**src/rtl/pswflag_pkg.sv**
```systemverilog
package pswflag_pkg;
  parameter int CLASS_W = 3;

  typedef enum logic [CLASS_W-1:0] {
    CLS_KEEP   = 3'd0,
    CLS_ARITH  = 3'd1,
    CLS_MULDIV = 3'd2,
    CLS_SETC   = 3'd3,
    CLS_CLRC   = 3'd4,
    CLS_CPLC   = 3'd5,
    CLS_BITC   = 3'd6,
    CLS_ALUC   = 3'd7
  } instClass_e;

  typedef enum logic [2:0] {
    CSRC_ZERO,
    CSRC_ONE,
    CSRC_ALU,
    CSRC_BIT,
    CSRC_INV
  } carrySrc_e;

  typedef struct packed {
    logic      swLoad;
    logic      loadC;
    logic      loadAc;
    logic      loadOv;
    carrySrc_e cSrc;
  } flagStrobe_t;
endpackage

```
**src/rtl/pswflag_ctrl.sv**
```systemverilog
module pswflag_ctrl
  import pswflag_pkg::*;
(
  input  logic [CLASS_W-1:0] instClass,
  input  logic               flagWe,
  input  logic               swWe,
  output flagStrobe_t        strobe
);
  instClass_e cls;
  assign cls = instClass_e'(instClass);

  always_comb begin
    strobe        = '0;
    strobe.cSrc   = CSRC_ALU;
    strobe.swLoad = swWe;
    if (flagWe && !swWe) begin
      unique case (cls)
        CLS_KEEP:   ;
        CLS_ARITH:  begin
          strobe.loadC  = 1'b1;
          strobe.loadAc = 1'b1;
          strobe.loadOv = 1'b1;
          strobe.cSrc   = CSRC_ALU;
        end
        CLS_MULDIV: begin
          strobe.loadC  = 1'b1;
          strobe.loadOv = 1'b1;
          strobe.cSrc   = CSRC_ZERO;
        end
        CLS_SETC:   begin strobe.loadC = 1'b1; strobe.cSrc = CSRC_ONE;  end
        CLS_CLRC:   begin strobe.loadC = 1'b1; strobe.cSrc = CSRC_ZERO; end
        CLS_CPLC:   begin strobe.loadC = 1'b1; strobe.cSrc = CSRC_INV;  end
        CLS_BITC:   begin strobe.loadC = 1'b1; strobe.cSrc = CSRC_BIT;  end
        CLS_ALUC:   begin strobe.loadC = 1'b1; strobe.cSrc = CSRC_ALU;  end
        default:    ;
      endcase
    end
  end
endmodule

```
**src/rtl/pswflag_dp.sv**
```systemverilog
module pswflag_dp
  import pswflag_pkg::*;
(
  input  logic        clk,
  input  logic        rstN,
  input  flagStrobe_t strobe,
  input  logic        aluCarry,
  input  logic        aluNibbleCarry,
  input  logic        aluOverflow,
  input  logic        bitResult,
  input  logic        swCarry,
  input  logic        swAux,
  input  logic        swOverflow,
  output logic        carryQ,
  output logic        auxQ,
  output logic        ovfQ
);
  logic nextCarry;

  always_comb begin
    unique case (strobe.cSrc)
      CSRC_ZERO: nextCarry = 1'b0;
      CSRC_ONE:  nextCarry = 1'b1;
      CSRC_ALU:  nextCarry = aluCarry;
      CSRC_BIT:  nextCarry = bitResult;
      CSRC_INV:  nextCarry = ~carryQ;
      default:   nextCarry = carryQ;
    endcase
  end

  always_ff @(posedge clk or negedge rstN) begin
    if (!rstN) begin
      carryQ <= 1'b0;
      auxQ   <= 1'b0;
      ovfQ   <= 1'b0;
    end else if (strobe.swLoad) begin
      carryQ <= swCarry;
      auxQ   <= swAux;
      ovfQ   <= swOverflow;
    end else begin
      if (strobe.loadC)  carryQ <= nextCarry;
      if (strobe.loadAc) auxQ   <= aluNibbleCarry;
      if (strobe.loadOv) ovfQ   <= aluOverflow;
    end
  end
endmodule

```
**src/rtl/pswflag_unit.sv**
```systemverilog
module pswflag_unit
  import pswflag_pkg::*;
(
  input  logic               clk,
  input  logic               rstN,
  input  logic [CLASS_W-1:0] instClass,
  input  logic               aluCarry,
  input  logic               aluNibbleCarry,
  input  logic               aluOverflow,
  input  logic               bitResult,
  input  logic               flagWe,
  input  logic               swWe,
  input  logic               swCarry,
  input  logic               swAux,
  input  logic               swOverflow,
  output logic               carryFlag,
  output logic               auxFlag,
  output logic               overflowFlag
);
  flagStrobe_t strobe;

  pswflag_ctrl i_ctrl (
    .instClass (instClass),
    .flagWe    (flagWe),
    .swWe      (swWe),
    .strobe    (strobe)
  );

  pswflag_dp i_dp (
    .clk            (clk),
    .rstN           (rstN),
    .strobe         (strobe),
    .aluCarry       (aluCarry),
    .aluNibbleCarry (aluNibbleCarry),
    .aluOverflow    (aluOverflow),
    .bitResult      (bitResult),
    .swCarry        (swCarry),
    .swAux          (swAux),
    .swOverflow     (swOverflow),
    .carryQ         (carryFlag),
    .auxQ           (auxFlag),
    .ovfQ           (overflowFlag)
  );
endmodule

```
**config.mk**
```make
export PLATFORM = sky130hd
export DESIGN_NAME = pswflag_unit
export DESIGN_NICKNAME = d
export VERILOG_FILES = /design/src/rtl/pswflag_pkg.sv /design/src/rtl/pswflag_ctrl.sv /design/src/rtl/pswflag_dp.sv /design/src/rtl/pswflag_unit.sv
export SDC_FILE = /design/constraint.sdc
export NUM_CORES = 1
export LEC_CHECK = 0
export ABC_CLOCK_PERIOD_IN_PS = 1400
export CAP_MARGIN = 15
export CORE_AREA = 2 2 39 41
export CTS_CLUSTER_SIZE = 24
export DETAILED_ROUTE_END_ITERATION = 10
export DIE_AREA = 0 0 41 43
export SLEW_MARGIN = 20
export SYNTH_ARGS = -nofsm -noshare
export SYNTH_HDL_FRONTEND = slang
export SYNTH_SLANG_ARGS = --single-unit
export TNS_END_PERCENT = 5
```
**constraint.sdc**
```tcl
create_clock -name clk -period 1.4 [get_ports clk]
set_clock_uncertainty 0.15 [all_clocks]
set_input_delay 0.14 -clock clk [delete_from_list [all_inputs] [get_ports clk]]
set_output_delay 0.14 -clock clk [all_outputs]
set_load 0.05 [all_outputs]
```
After elaboration in Yosys (flattened, before gate mapping)
Cells that the tools add are included.
- register bits: 3
- bits in latches: 0
- RAM bits: 0
- bits in read-only memories: 0
- output and inout port bits: 3
- memories kept: 0
- add/sub/neg operators: 0
- multipliers: 0
- div/mod/pow operators: 0
- $lt $le $gt $ge: 0
- equal/unequal tests: 11
- shift-type cells: 0
- mux-type cells: 12
- bitwise logic cells: 1
- reductions and logical operators: 11
- operators with widths (kind ; count):
    3-bit == test, second input constant ; 5
    3-bit by 2-bit == test with 1-bit output, second input constant ; 4
    3-bit one-hot mux with 4 select lines ; 1
    1-bit two-way mux ; 9
    7-bit OR reduction ; 1
    3-bit by 1-bit == test with 1-bit output, second input constant ; 2
    6-bit two-way mux ; 1
    2-bit nonzero test ; 3
    6-bit nonzero test ; 1
    1-bit one-hot mux with 5 select lines ; 1
    2-bit OR reduction ; 2
    3-bit zero test ; 1
    2-bit AND reduction ; 1
    1-bit logical AND ; 1
    1-bit zero test ; 1
    1-bit inverter ; 1

Depth between registers and ports, before layout
- word-level depth: 8
- gate-level depth with buffers: 3

Modules after synthesis
Synthesis repeated with hierarchy kept, for this count alone.
- cells, all modules: 32
- area, all modules: 261.5 µm²
- modules (own cells, without submodules) (module ; times used ; cells an instance ; area each (µm²)):
    pswflag_dp ; 1 ; 19 ; 171.4
    pswflag_ctrl ; 1 ; 13 ; 90.1

Worst setup path after synthesis
Ideal clock, no wire load.
- path type: flip-flop to flip-flop
- start point: register i_dp.auxQ (netlist name)
- end point: register i_dp.auxQ
- setup time: 0.125 ns
- data arrival time: 1.130 ns
- required time: 1.125 ns
- setup slack: -0.005 ns
- cell stages (with the launch flop): 3
- buffers on the path: 0
- period minus slack after synthesis: 1.405 ns
- path through: dfrtp_1 > mux2_1 > mux2_2
- RTL lines (element ; line ; text):
    end signal: assignment ; pswflag_dp.sv:38 ; auxQ <= swAux;
    end signal: assignment ; pswflag_dp.sv:42 ; if (strobe.loadAc) auxQ <= aluNibbleCarry;
    end: declaration ; pswflag_dp.sv:15 ; output logic auxQ,

Final worst setup path
- start point: input instClass[1]
- end point: register i_dp.auxQ
- word-level cells in the longest chain between the ends: 4
- ends and longest elaborated chain (element ; line ; text):
    start: declaration ; pswflag_unit.sv:6 ; input logic [CLASS_W-1:0] instClass,
    3-bit by 1-bit == test with 1-bit output ; pswflag_ctrl.sv:17 ; unique case (cls)
    1-bit two-way mux ; pswflag_ctrl.sv:17 ;
    6-bit two-way mux ; pswflag_ctrl.sv:16 ; if (flagWe && !swWe) begin
    2-bit nonzero test (no source line) ; - ;
Every way passes these cells.
A chain may end at the register's enable or synchronous reset.

==> impl_metrics.ini <==
[timing]
finalSetupViolCount = 0
slew_viol_final = 0
grt_setup_unrepaired = no
hold_viol = 0
fmax_ghz = 0.8018
tightest_slew_ns = 0.2395
min_period_over_period = 0.8909
layout_min_cycle_time_ns = 1.247
timing.slew.headroom = 0.8398
tns_ns = 0

[min_path]
worst_hold_path.endpoint = i_dp.carryQ
min-delay-start = flagWe
holdCritPathClass = in -> reg
hold_path_depth = 4

[synthesis]
cell_area_synth_um2 = 229.0
yosysSeqAreaShare = 0.3279
synth_seq_cells = 3
syn_nets = 39
postSynthCellCount = 25
post_synth_num_cell_types = 17
synth_area_per_cell_um2 = 9.159
yosysWarningCount = 0

[finish]
layout-area-overhead-vs-synth_pct = 117.5
layout.cells.non_filler = 65
share_of_cells_above_drive_strength_1 = 0.2449
final_net_count = 64
antenna-diode-count = 0
num-fill-cells = 144
postLayoutCoreUtil = 0.3599

[clock_tree]
cts.path.max_buffers = 2
tritoncts.num_buffers = 3
worst_skew_pair.late_latency_ns = 0.23
number_of_sinks_on_the_clock_net = 3
cts-root-buf = sky130_fd_sc_hd__clkbuf_4
number_of_post_cts_setup_repair_buffers = 0
cts_max_level = 1
path_clk_slew_ns = 0.04
tritoncts = yes

[drt]
detailroute.via_count = 266
detail_route.vias_per_cell = 4.092
detail_route.drc_violations = 0
detailedRoute.firstPassIterationCount = 2
drtAntennaViolNets = 0
drt_iter0_drc = 2
detail_route.wl_per_cell_um = 10.35
drt_total_wl_um = 673

[placed_design]
gpl.final_weighted_congestion = 0.7420
placedCellCount = 60
portBuffers = 16
hpwlAfterDp_um = 536

[setup_path]
regToRegSetupSlack_ns = 0.19
reg2reg_to = i_dp.auxQ
reg2reg_depth = 2
timing.critical_path.required_ns = 1.37
end_kind = flop
critical_path.reg2reg.startpoint = i_dp.auxQ
worst_setup_path_start_kind = primary input
cp.arrival_ns = 1.21
worst-path-max-fanout = 2
critPathKind = in -> reg

[job]
drv.max_cap_violation_count = 0

[floorplan]
floorplan.die.height_um = 43
floorplan.rows = 14
fp.dieArea_mm2 = 0.001763
core_outline_area_mm2 = 0.001384
pin_count = 17
die_width_um = 41
start_util = 0.1655

[status]
run_status = complete, no violations

[global_routing]
via_count_of_the_first_global_routing_pass = 284
groute.usage.overall = 0.09668
wire_length_of_the_first_global_routing_pass_um = 1110
overflow = 0
antenna_found_initial = 0
grt_start_max_net_pins = 8

[power]
power.share.combinational = 0.382
share_seq_of_total_power = 0.258
clkPwrFrac = 0.360
static-leakage-power_nw = 0.2178
internal-power_uw = 297.8
p_switching_uw = 124.7
power-per-cell-area_mw_per_mm2 = 848.4
sw_frac_of_total = 0.2952
vdd.ir_drop.worst_mv = 0.6645
sequential cells by signal (all words and copies together), names as in the netlist:
signal,count
i_dp.ovfQ,1
i_dp.carryQ,1
i_dp.auxQ,1
worst max-delay path, stage by stage:
cell and delay, ns:
sky130_fd_sc_hd__dlygate4sd2_1 0.24, sky130_fd_sc_hd__and4bb_1 0.28, sky130_fd_sc_hd__mux2_4 0.30, sky130_fd_sc_hd__mux2_2 0.25
synthesized netlist by cell type:
| library cell | count | area, um2 |
|---|---|---|
| sky130_fd_sc_hd__dfrtp_1 | 3 | 75.07 |
| sky130_fd_sc_hd__nand2b_1 | 3 | 18.77 |
| sky130_fd_sc_hd__a21oi_1 | 2 | 10.01 |
| sky130_fd_sc_hd__inv_1 | 2 | 7.510 |
| sky130_fd_sc_hd__nand4b_1 | 2 | 17.52 |
| sky130_fd_sc_hd__o21ai_0 | 2 | 10.01 |
| sky130_fd_sc_hd__a22o_1 | 1 | 8.760 |
| sky130_fd_sc_hd__a311oi_1 | 1 | 8.760 |
| sky130_fd_sc_hd__a31oi_1 | 1 | 6.260 |
| sky130_fd_sc_hd__and2b_1 | 1 | 7.510 |
| sky130_fd_sc_hd__and4bb_1 | 1 | 12.51 |
| sky130_fd_sc_hd__mux2_1 | 1 | 11.26 |
| sky130_fd_sc_hd__mux2_2 | 1 | 11.26 |
| sky130_fd_sc_hd__nand2_1 | 1 | 3.750 |
| sky130_fd_sc_hd__nand3b_1 | 1 | 7.510 |
| sky130_fd_sc_hd__nor2_1 | 1 | 3.750 |
| sky130_fd_sc_hd__xor2_1 | 1 | 8.760 |
cell families after synthesis:
logic type | after synthesis | synth area share
AOI/OAI and AO/OA | 7 | 0.1913
xor gates and xnor gates | 1 | 0.03826
and+or+nand+nor | 10 | 0.3115
buffers and inverters | 2 | 0.03280
muxes | 2 | 0.09835
DFF | 3 | 0.3279
worst max path at each step:
stage                     end    startpoint  cells after the start
floorplan           i_dp.auxQ     i_dp.auxQ                      2
detailed placement  i_dp.auxQ        flagWe                      4
finish              i_dp.auxQ  instClass[1]                      4
CTS                 i_dp.auxQ  instClass[1]                      4
global route        i_dp.auxQ  instClass[2]                      4
global placement    i_dp.auxQ  instClass[2]                      4
layout by cell type (no fill, tap or decap), drive strengths merged:
cell type	instances
clkdlybuf4s50	9
buf	6
nand2	1
and2b	1
mux2	2
nor2	1
nand4b	2
a311oi	1
dfrtp	3
and4bb	1
nand3b	1
clkbuf	4
o21ai	2
a31oi	1
nand2b	3
a22o	1
a21oi	2
inv	2
dlygate4sd3	1
dlygate4sd2	4
xor2	1
area by class of cell:
cell class	count	area [um2]	area share
clock buffer	4	26.28	0.05276
tap	16	20.02	0.04020
multi-input combinational	20	150.1	0.3015
timing repair buffer	20	217.7	0.4372
inverter	2	7.507	0.01508
sequential	3	76.32	0.1533
power by group through the flow:
| stage | clock network, mW | registers (mW) | logic (mW) |
|---|---|---|---|
| after global placement | 0 | 0.110 | 0.160 |
| after detailed placement | 0 | 0.110 | 0.161 |
| after global routing | 0.168 | 0.110 | 0.173 |
| after floorplan | 0 | 0.138 | 0.0291 |
| after CTS | 0.159 | 0.109 | 0.163 |
| final | 0.152 | 0.109 | 0.161 |
per-layer routing:
metal	GRT usage	share of wire	vias to the layer above
li1	-	-	141
met1	0.1039	0.43	117
met2	0.1531	0.50	8
met3	0.06283	0.064	0
met4	0.02000	0	0
met5	0	0	-
stage by stage:
step | hold WS (ns) | setup WS (ns) | cell area, um2 | total power, mW
final | 0.3103 | 0.1527 | 498.0 | 0.4225
after global routing | 0.3308 | 0.1089 | 498.0 | 0.4513
after CTS | 0.3083 | 0.1536 | 498.0 | 0.4316
after detailed placement | 0.1878 | -0.3088 | 462.9 | 0.2708
after global placement | 0.1880 | -0.3068 | 462.9 | 0.2701
after floorplan | -0.3056 | 0.08069 | 230.2 | 0.1670
timing repair:
item,CTS,global route
resized for setup,5,0
hold buffers,1,0
endpoints found under the hold margin,3,0
endpoints found under the setup margin,1,0
Power figures use the tool's default switching activity.
